File: src/rtl/pkt_seq_pkg.sv
package pkt_seq_pkg;

  typedef enum logic [2:0] {
    ST_IDLE,
    ST_HDR,
    ST_REGS,
    ST_DATA,
    ST_RESP
  } seqState_t;

  // strobes from control to datapath
  typedef struct packed {
    logic capCtl;
    logic capNextLo;
    logic capNextHi;
    logic capDescLo;
    logic capDescHi;
    logic issue;
    logic kickData;
  } dpStrobe_t;

  localparam int TF_AW     = 5;
  localparam int HDR_WORDS = 8;   // 16 header bytes
  localparam int HDR_LAST  = 5;   // last header word holding information
  localparam int FLAG_VALID = 0;
  localparam int FLAG_DATA  = 2;
  localparam int FLAG_IRQ   = 3;
  localparam int ADDR_SKIP  = 5;
  localparam int ADDR_LAST  = 7;
  localparam logic [7:0] RESP_DONE = 8'h01;
  localparam logic [7:0] RESP_FMT  = 8'h02;
  localparam logic [7:0] RESP_DEV  = 8'h08;

endpackage

File: src/rtl/pkt_seq_datapath.sv
module pkt_seq_datapath
  import pkt_seq_pkg::*;
#(
  parameter int BUF_BYTES = 256,
  localparam int BUF_WORDS = BUF_BYTES / 2,
  localparam int WW = $clog2(BUF_WORDS),
  localparam int LW = WW + 1
) (
  input  logic              clk,
  input  logic              rstN,
  input  dpStrobe_t         strobe,
  input  logic [15:0]       bufData,
  output logic              flagValid,
  output logic              flagData,
  output logic              flagIrq,
  output logic [LW-1:0]     pairLimit,
  output logic              tfWe,
  output logic [TF_AW-1:0]  tfAddr,
  output logic [7:0]        tfData,
  output logic              descStart,
  output logic [31:0]       descPtr,
  output logic [31:0]       nextPtr
);

  logic [7:0]  lenField;
  logic [10:0] rawLim;

  assign rawLim = 11'(HDR_WORDS) + {1'b0, lenField, 2'b00};

  always_comb begin
    if (rawLim > 11'(BUF_WORDS)) pairLimit = LW'(BUF_WORDS);
    else                         pairLimit = LW'(rawLim);
  end

  always_ff @(posedge clk) begin
    if (!rstN) begin
      flagValid <= 1'b0;
      flagData  <= 1'b0;
      flagIrq   <= 1'b0;
      lenField  <= '0;
      nextPtr   <= '0;
      descPtr   <= '0;
      tfWe      <= 1'b0;
      tfAddr    <= '0;
      tfData    <= '0;
      descStart <= 1'b0;
    end else begin
      if (strobe.capCtl) begin
        flagValid <= bufData[FLAG_VALID];
        flagData  <= bufData[FLAG_DATA];
        flagIrq   <= bufData[FLAG_IRQ];
        lenField  <= bufData[15:8];
      end
      if (strobe.capNextLo) nextPtr[15:0]  <= bufData;
      if (strobe.capNextHi) nextPtr[31:16] <= bufData;
      if (strobe.capDescLo) descPtr[15:0]  <= bufData;
      if (strobe.capDescHi) descPtr[31:16] <= bufData;
      tfWe <= strobe.issue & ~bufData[8 + ADDR_SKIP];
      if (strobe.issue) begin
        tfAddr <= bufData[8 +: TF_AW];
        tfData <= bufData[7:0];
      end
      descStart <= strobe.kickData;
    end
  end

  assert_desc_single_R8: assert property (@(posedge clk) disable iff (!rstN)
    descStart |=> !descStart);

  assert_write_from_pair_R5: assert property (@(posedge clk) disable iff (!rstN)
    tfWe |-> $past(strobe.issue) && !$past(bufData[8 + ADDR_SKIP]));

endmodule

File: src/rtl/pkt_seq_ctrl.sv
module pkt_seq_ctrl
  import pkt_seq_pkg::*;
#(
  parameter int BUF_BYTES = 256,
  localparam int BUF_WORDS = BUF_BYTES / 2,
  localparam int WW = $clog2(BUF_WORDS),
  localparam int LW = WW + 1
) (
  input  logic           clk,
  input  logic           rstN,
  input  logic           start,
  input  logic           dataDone,
  input  logic           devErr,
  input  logic           rdLast,
  input  logic           flagValid,
  input  logic           flagData,
  input  logic [LW-1:0]  pairLimit,
  output logic [WW-1:0]  bufAddr,
  output dpStrobe_t      strobe,
  output logic           busy,
  output logic           respWe,
  output logic [7:0]     respByte
);

  seqState_t   state;
  logic [2:0]  hIdx;
  logic [LW-1:0] wIdx;
  logic        fmtErr;
  logic        atLimit;

  assign atLimit  = (wIdx >= pairLimit);
  assign bufAddr  = (state == ST_HDR) ? WW'(hIdx) : wIdx[WW-1:0];
  assign busy     = (state != ST_IDLE);
  assign respWe   = (state == ST_RESP);
  assign respByte = fmtErr ? RESP_FMT : (devErr ? RESP_DEV : RESP_DONE);

  always_comb begin
    strobe = '0;
    if (state == ST_HDR) begin
      strobe.capCtl    = (hIdx == 3'd1);
      strobe.capNextLo = (hIdx == 3'd2);
      strobe.capNextHi = (hIdx == 3'd3);
      strobe.capDescLo = (hIdx == 3'd4);
      strobe.capDescHi = (hIdx == 3'(HDR_LAST));
    end
    if (state == ST_REGS && !atLimit) begin
      strobe.issue    = 1'b1;
      strobe.kickData = rdLast & flagData;
    end
  end

  always_ff @(posedge clk) begin
    if (!rstN) begin
      state  <= ST_IDLE;
      hIdx   <= '0;
      wIdx   <= '0;
      fmtErr <= 1'b0;
    end else begin
      case (state)
        ST_IDLE: if (start) begin
          state  <= ST_HDR;
          hIdx   <= 3'd1;
          fmtErr <= 1'b0;
        end
        ST_HDR: begin
          if (hIdx == 3'(HDR_LAST)) begin
            if (!flagValid) begin
              fmtErr <= 1'b1;
              state  <= ST_RESP;
            end else begin
              wIdx  <= LW'(HDR_WORDS);
              state <= ST_REGS;
            end
          end else begin
            hIdx <= hIdx + 3'd1;
          end
        end
        ST_REGS: begin
          if (atLimit) begin
            fmtErr <= 1'b1;
            state  <= ST_RESP;
          end else if (rdLast) begin
            state <= flagData ? ST_DATA : ST_RESP;
          end else begin
            wIdx <= wIdx + LW'(1);
          end
        end
        ST_DATA: if (dataDone) state <= ST_RESP;
        default: state <= ST_IDLE;
      endcase
    end
  end

  assert_busy_from_start_R1: assert property (@(posedge clk) disable iff (!rstN)
    $rose(busy) |-> $past(start));

  assert_resp_ends_busy_R1: assert property (@(posedge clk) disable iff (!rstN)
    respWe |=> !busy && !respWe);

  assert_invalid_is_fmt_R3: assert property (@(posedge clk) disable iff (!rstN)
    (state == ST_HDR && hIdx == 3'(HDR_LAST) && !flagValid) |=> respWe && respByte == RESP_FMT);

  assert_limit_is_fmt_R7: assert property (@(posedge clk) disable iff (!rstN)
    (state == ST_REGS && atLimit) |=> respWe && respByte == RESP_FMT);

endmodule

File: src/rtl/pkt_reg_sequencer.sv
module pkt_reg_sequencer
  import pkt_seq_pkg::*;
#(
  parameter int BUF_BYTES = 256,
  localparam int BUF_WORDS = BUF_BYTES / 2,
  localparam int WW = $clog2(BUF_WORDS),
  localparam int LW = WW + 1
) (
  input  logic              clk,
  input  logic              rstN,
  input  logic              start,
  output logic [WW-1:0]     bufAddr,
  input  logic [15:0]       bufData,
  output logic              tfWe,
  output logic [TF_AW-1:0]  tfAddr,
  output logic [7:0]        tfData,
  output logic              descStart,
  output logic [31:0]       descPtr,
  output logic [31:0]       nextPtr,
  input  logic              dataDone,
  input  logic              devErr,
  output logic              respWe,
  output logic [7:0]        respByte,
  output logic              irq,
  output logic              busy
);

  dpStrobe_t     strobe;
  logic          flagValid;
  logic          flagData;
  logic          flagIrq;
  logic [LW-1:0] pairLimit;

  pkt_seq_ctrl #(.BUF_BYTES(BUF_BYTES)) uCtrl (
    .clk       (clk),
    .rstN      (rstN),
    .start     (start),
    .dataDone  (dataDone),
    .devErr    (devErr),
    .rdLast    (bufData[8 + ADDR_LAST]),
    .flagValid (flagValid),
    .flagData  (flagData),
    .pairLimit (pairLimit),
    .bufAddr   (bufAddr),
    .strobe    (strobe),
    .busy      (busy),
    .respWe    (respWe),
    .respByte  (respByte)
  );

  pkt_seq_datapath #(.BUF_BYTES(BUF_BYTES)) uDp (
    .clk       (clk),
    .rstN      (rstN),
    .strobe    (strobe),
    .bufData   (bufData),
    .flagValid (flagValid),
    .flagData  (flagData),
    .flagIrq   (flagIrq),
    .pairLimit (pairLimit),
    .tfWe      (tfWe),
    .tfAddr    (tfAddr),
    .tfData    (tfData),
    .descStart (descStart),
    .descPtr   (descPtr),
    .nextPtr   (nextPtr)
  );

  assign irq = respWe & flagIrq;

  assert_irq_in_resp_R10: assert property (@(posedge clk) disable iff (!rstN)
    irq |-> respWe);

  assert_desc_before_resp_R8: assert property (@(posedge clk) disable iff (!rstN)
    $onehot0({descStart, respWe}));

endmodule

File: config.mk
export PLATFORM = sky130hd
export DESIGN_NAME = pkt_reg_sequencer
export DESIGN_NICKNAME = d
export VERILOG_FILES = /design/src/rtl/pkt_seq_pkg.sv /design/src/rtl/pkt_seq_datapath.sv /design/src/rtl/pkt_seq_ctrl.sv /design/src/rtl/pkt_reg_sequencer.sv
export SDC_FILE = /design/constraint.sdc
export NUM_CORES = 1
export LEC_CHECK = 0
export ABC_AREA = 1
export CAP_MARGIN = 15
export CORE_ASPECT_RATIO = 0.75
export CORE_MARGIN = 3
export CORE_UTILIZATION = 42
export DETAILED_ROUTE_END_ITERATION = 8
export PLACE_DENSITY = 0.85
export SLEW_MARGIN = 10
export SYNTH_ARGS = -nofsm -noshare
export SYNTH_HDL_FRONTEND = slang
export SYNTH_SLANG_ARGS = --single-unit
export TNS_END_PERCENT = 1
File: constraint.sdc
create_clock -name clk -period 2.6 [get_ports clk]
set_input_delay 0.52 -clock clk [delete_from_list [all_inputs] [get_ports clk]]
set_output_delay 0.52 -clock clk [all_outputs]
set_load 0.05 [all_outputs]
Word-level counts from Yosys, hierarchy flattened
Index checks and enable logic that the tools add are counted.
Cells by class
  $add $sub $neg: 3
  magnitude comparators: 2
  muxes and demuxes: 26
  bitwise gates (word level): 4
  reduce and logical (&&, ||, !) cells: 12
  eq/ne operators: 19
Operators by type and width (count)
  $mux 8: 6
  $mux 3: 8
  $pmux 8 s2: 1
  $ne 2x2->1 const B: 7
  $eq 3x2->1 const B: 4
  $pmux 3 s4: 1
  $add 4x10->11 const A: 1
  $gt 11x8->1 const B: 1
  $reduce_and 5->1: 2
  $eq 3x3->1 const B: 3
  $add 8x1->8 const B: 1
  $ge 8x8->1: 1
  $mux 7: 1
  $eq 3x1->1 const B: 2
  $pmux 3 s2: 1
  $reduce_bool 3->1: 2
  $mux 5: 1
  $mux 1: 4
  $mux 4: 1
  $ne 2x1->1 const B: 2
  $reduce_and 4->1: 1
  $reduce_bool 2->1: 2
  $add 3x1->3 const B: 1
  $and 1x1->1: 3
  other kinds (9): 9
Storage, ports and cells
  input port bits: 21
  bits in registers: 105
  output and inout bits: 97
  word-level logic and storage cells: 82

Depth between registers and ports, before layout
  word-level depth: 8
  mapped depth: 17
  depth with buffers taken out: 16

By module
A second synthesis with hierarchy kept.
Second synthesis, totals
  cells, all modules: 643
  area, all modules: 4599.4 sq um
Modules (own cells, without submodules)
  pkt_seq_datapath: area an instance 3208.1 sq um, instances 1, seq. area each 1801.7 sq um, cells an instance 424
  pkt_seq_ctrl: area an instance 1383.8 sq um, instances 1, seq. area each 300.3 sq um, cells an instance 217
  pkt_reg_sequencer: area an instance 7.5 sq um, instances 1, seq. area each 0.0 sq um, cells an instance 2

Least setup slack after synthesis
Ideal clock, no wire load.
  path kind: register -> output
  start: reg uCtrl.state[2]
  end: out irq
  buffers on the path: 0
  required time: 2.080 ns
  arrival: 2.215 ns
  slack: -0.135 ns
  cell stages (with the launch flop): 4
  path through: dfxtp_1 > inv_1 > nor3_1 > and2_1
Between the ends
  longest elaborated chain between the ends: 2
RTL lines
  start: declaration: line pkt_seq_ctrl.sv:25  | seqState_t state;
  start signal: assignment: line pkt_seq_ctrl.sv:83  | state <= flagData ? ST_DATA : ST_RESP;
  $eq 3x3->1: line pkt_seq_ctrl.sv:34  | assign respWe = (state == ST_RESP);
  named net respWe: line pkt_reg_sequencer.sv:22  | output logic respWe,
  $and 1x1->1: line pkt_reg_sequencer.sv:68  | assign irq = respWe & flagIrq;
  end: declaration: line pkt_reg_sequencer.sv:24  | output logic irq,
The timed path passes the listed nets, and every way through them passes these cells.

Worst setup path in the final report
  start: reg uDp.lenField[4]
  end: reg uCtrl.wIdx[5]
Between the ends
  longest elaborated chain between the ends: 6
RTL lines
  start: declaration: line pkt_seq_datapath.sv:25  | logic [7:0] lenField;
  start signal: assignment: line pkt_seq_datapath.sv:52  | lenField <= bufData[15:8];
  $add 4x10->11 *: line pkt_seq_datapath.sv:28  | assign rawLim = 11'(HDR_WORDS) + {1'b0, lenField, 2'b00};
  $gt 11x8->1: line pkt_seq_datapath.sv:31  | if (rawLim > 11'(BUF_WORDS)) pairLimit = LW'(BUF_WORDS);
  $mux 8 *: line pkt_seq_datapath.sv:31
  $ge 8x8->1 *: line pkt_seq_ctrl.sv:31  | assign atLimit = (wIdx >= pairLimit);
  $ne 2x2->1 (no source line) *
  $reduce_and 5->1 (no source line) *
  end signal: assignment: line pkt_seq_ctrl.sv:71  | wIdx <= LW'(HDR_WORDS);
  end signal: assignment: line pkt_seq_ctrl.sv:85  | wIdx <= wIdx + LW'(1);
  end: declaration: line pkt_seq_ctrl.sv:27  | logic [LW-1:0] wIdx;
Every way passes the cells marked *; elsewhere a longest branch is shown, timed or not.
A chain may end at the register's enable or synchronous reset.

==> results_dict.tcl <==
set metrics [dict create \
    status "complete, but fails checks" \
    violations "negative setup slack" \
    max-vdd-ir-drop_mv 0.489 \
    track_usage_pct 21.7 \
    clock_path_buffers 2 \
    die_h_um 97.8 \
    start_util_pct 44.5 \
    cts-root-buf "clkbuf_16" \
    holdWs_ns 0.446 \
    ant_nets 0 \
    intPower_mw 3.28 \
    first_iter_violations 464 \
    synth_ff_type "dfxtp_1" \
    cp.arrival_ns 2.91 \
    hold_viol 0 \
    rows 32 \
    start_kind "flop" \
    ioPinCount 118 \
    hpwl_um 9510 \
    tightest_slew_ns 0.821 \
    ys_warn_count 0 \
    syn_avg_cell_area_um2 7.61 \
    synth_top_area_share_pct 44.6 \
    die_x_um 128 \
    synthCells 620 \
    placed_area_um2 5900 \
    place_congestion 0.874 \
    final_core_util_pct 61.0 \
    cellPowerDensity_nw_per_um2 834 \
    grt_overflow 0 \
    crit_chain "nand2_1, inv_1, nand2_1, xnor2_2, nor4_1, ha_1, nand2_1, nand2_1, a21oi_4, buf_6, nand3_1, nand2_4, nand3_1, a21oi_1" \
    synth_seq_area_share_pct 44.6 \
    slew_viol_final 0 \
    power_mw 5.39 \
    path_class "flop to flop" \
    synth_top_cell_by_area "dfxtp_1" \
    cpMostUsedCell "nand2_1" \
    p_seq_share_pct 35.5 \
    drive_gt1_share_pct 13.6 \
    endpoint_kind "flop" \
    cts.clk_slew.worst_paths_ns 0.07 \
    hp-class "flop to flop" \
    rsz0062_at_grt "yes" \
    top_usage_layer "met2" \
    fill_cells 878 \
    finalSetupViolations 9 \
    power_switching_mw 2.11 \
    diodes 0 \
    fmax_ghz 0.380 \
    syn_to_final_growth_pct 37.1 \
    crit_path_top_delay_cell "dfxtp_1" \
    die_area_um2 12600 \
    ys_async_sr_fraction_pct 0 \
    required_ns 2.87 \
    netSwitchingFraction_pct 39.2 \
    cts.sinks 105 \
    period_share_pct 101 \
    grt_pass1_wl_um 21800 \
    cts_hold_buf 0 \
    synth.distinct_cells 44 \
    gr-usage-met1_pct 29.3 \
    grt_use_met3_pct 6.89 \
    io_buffers 112 \
    multi_input_area_um2 2390 \
    dp_slack_ns -0.137 \
    routed_via_density 5.43 \
    p_clk_share_pct 27.6 \
    numCtsBuffers 9 \
    netlist_top_cells_area "dfxtp_1 (45%), nand2_1 (7.8%), a21oi_1 (7.2%)" \
    drt-pass1-iter-count 5 \
    met2_usage_pct 33.4 \
    fin_crit_ns 2.63 \
    nets 763 \
    drv_cap 0 \
    route.detailed.drc 0 \
    wire_per_inst_um 16.9 \
    fin_skew_ns 0.00866 \
    grt_max_degree 46 \
    clock_tree.htree_level_count 3 \
    setup_ws_ns -0.0326 \
    netlist_area_um2 4720 \
    core_area_um2 10600 \
    insertion_delay_ns 0.35 \
    yosys.cell_count.top_type "dfxtp_1" \
    synth_common_cells "dfxtp_1 (105), nand2_1 (98), nor2_1 (90)" \
    grt_pass1_vias 4222 \
    cp_max_fo 7 \
    synth_edf_count 0 \
    route.vias.total 4717 \
    final-seq-area_um2 2110 \
    cts_tree "done" \
    slowest_delay_ns 0.41 \
    slew_headroom_pct 45.2 \
    drt_wl_total_um 14700 \
    postLayoutCellArea_um2 6470 \
    p_comb_share_pct 36.9 \
    synth_seq_cells 105 \
    leakage_nw 2.41 \
    grt_antenna_before_repair 0 \
]
==> registers in the layout, indices dropped and copies added (netlist names), 3 cells and up <==
signal and flops:
uDp.descPtr 32, uDp.nextPtr 32, uCtrl.wIdx 8, uDp.lenField 8
uDp.tfData 8, uDp.tfAddr 5, uCtrl.hIdx 3, uCtrl.state 3
==> worst paths after layout <==
path | startpoint | end | slack [ns] | cells past startpoint
worst min register to register | uDp.descPtr[1] | uDp.descPtr[1] | 0.45 | 2
worst max-delay path | uDp.lenField[4] | uCtrl.wIdx[5] | -0.03 | 14
worst min-delay path | uDp.descPtr[1] | uDp.descPtr[1] | 0.45 | 2
worst max register to register | uDp.lenField[4] | uCtrl.wIdx[5] | -0.03 | 14
==> placed cells by master (no fill, tap or decap), drive strengths merged, types with 2 or more instances in the layout <==
master         instances
nand2                102
nor2                  94
nand3                 49
a21oi                 69
a211oi                 2
clkinv                 4
inv                   57
nor3                   5
clkdlybuf4s50        101
xor2                   3
nand4                  5
conb                   5
dfxtp                105
nor4                   2
or2                    2
ha                    14
buf                   26
xnor2                  4
o21ai                 67
bufinv                 2
clkbuf                 9
==> through the flow <==
step                      TNS (ns)  std cells
final                       -0.115        869
after global routing         -3.23        869
after CTS                        0        867
after detailed placement     -2.52        849
after global placement      -0.626        849
after floorplan             -0.716        624
==> critical path, delay by kind of cell (launching register included) <==
family	cells	cell delay (ns)
AO/OA/AOI/OAI	2	0.34
AND/OR/NAND/NOR	8	1.10
flip-flops	1	0.41
buffers and inverters	2	0.23
adder cells (fa/ha/maj)	1	0.31
XOR/XNOR	1	0.17
==> metal layers <==
metal / vias up / share of wire (%)
met1: 2185 / 41
met4: 0 / 2.9
met2: 250 / 46
met5: - / 0
met3: 42 / 10
li1: 2240 / -
==> power groups by stage <==
stage	combinational, mW	sequential [mW]	clock, mW
floorplan	1.07	2.10	0
finish	1.99	1.91	1.49
detailed placement	1.71	1.93	0
CTS	1.75	1.90	1.50
global placement	1.69	1.92	0
global route	2.13	1.93	1.56
==> timing repair <==
action | 4_1_cts | 5_1_grt
buffers inserted | 2 | 2
gates resized for setup | 17 | 48
pin swaps | 7 | 20
endpoints found under the setup margin | 27 | 27
==> cells by family after synthesis <==
| kind of cell | Yosys count | share of synthesized area (%) |
|---|---|---|
| adder cells (fa/ha/maj) | 14 | 3.71 |
| other | 1 | 0.0795 |
| AO/OA/AOI/OAI | 141 | 15.4 |
| AND/OR/NAND/NOR | 261 | 25.9 |
| buffers and inverters | 91 | 9.02 |
| XOR/XNOR | 7 | 1.30 |
| flip-flops | 105 | 44.6 |
==> area by class of cell <==
type,count,area share [%]
Inverter,57,3.60
Tap cell,136,2.63
Multi-Input combinational cell,428,36.9
Clock inverter,7,1.57
Timing Repair Buffer,127,19.2
Sequential cell,105,32.6
Clock buffer,9,3.48
(Power assumes the default switching activity.)
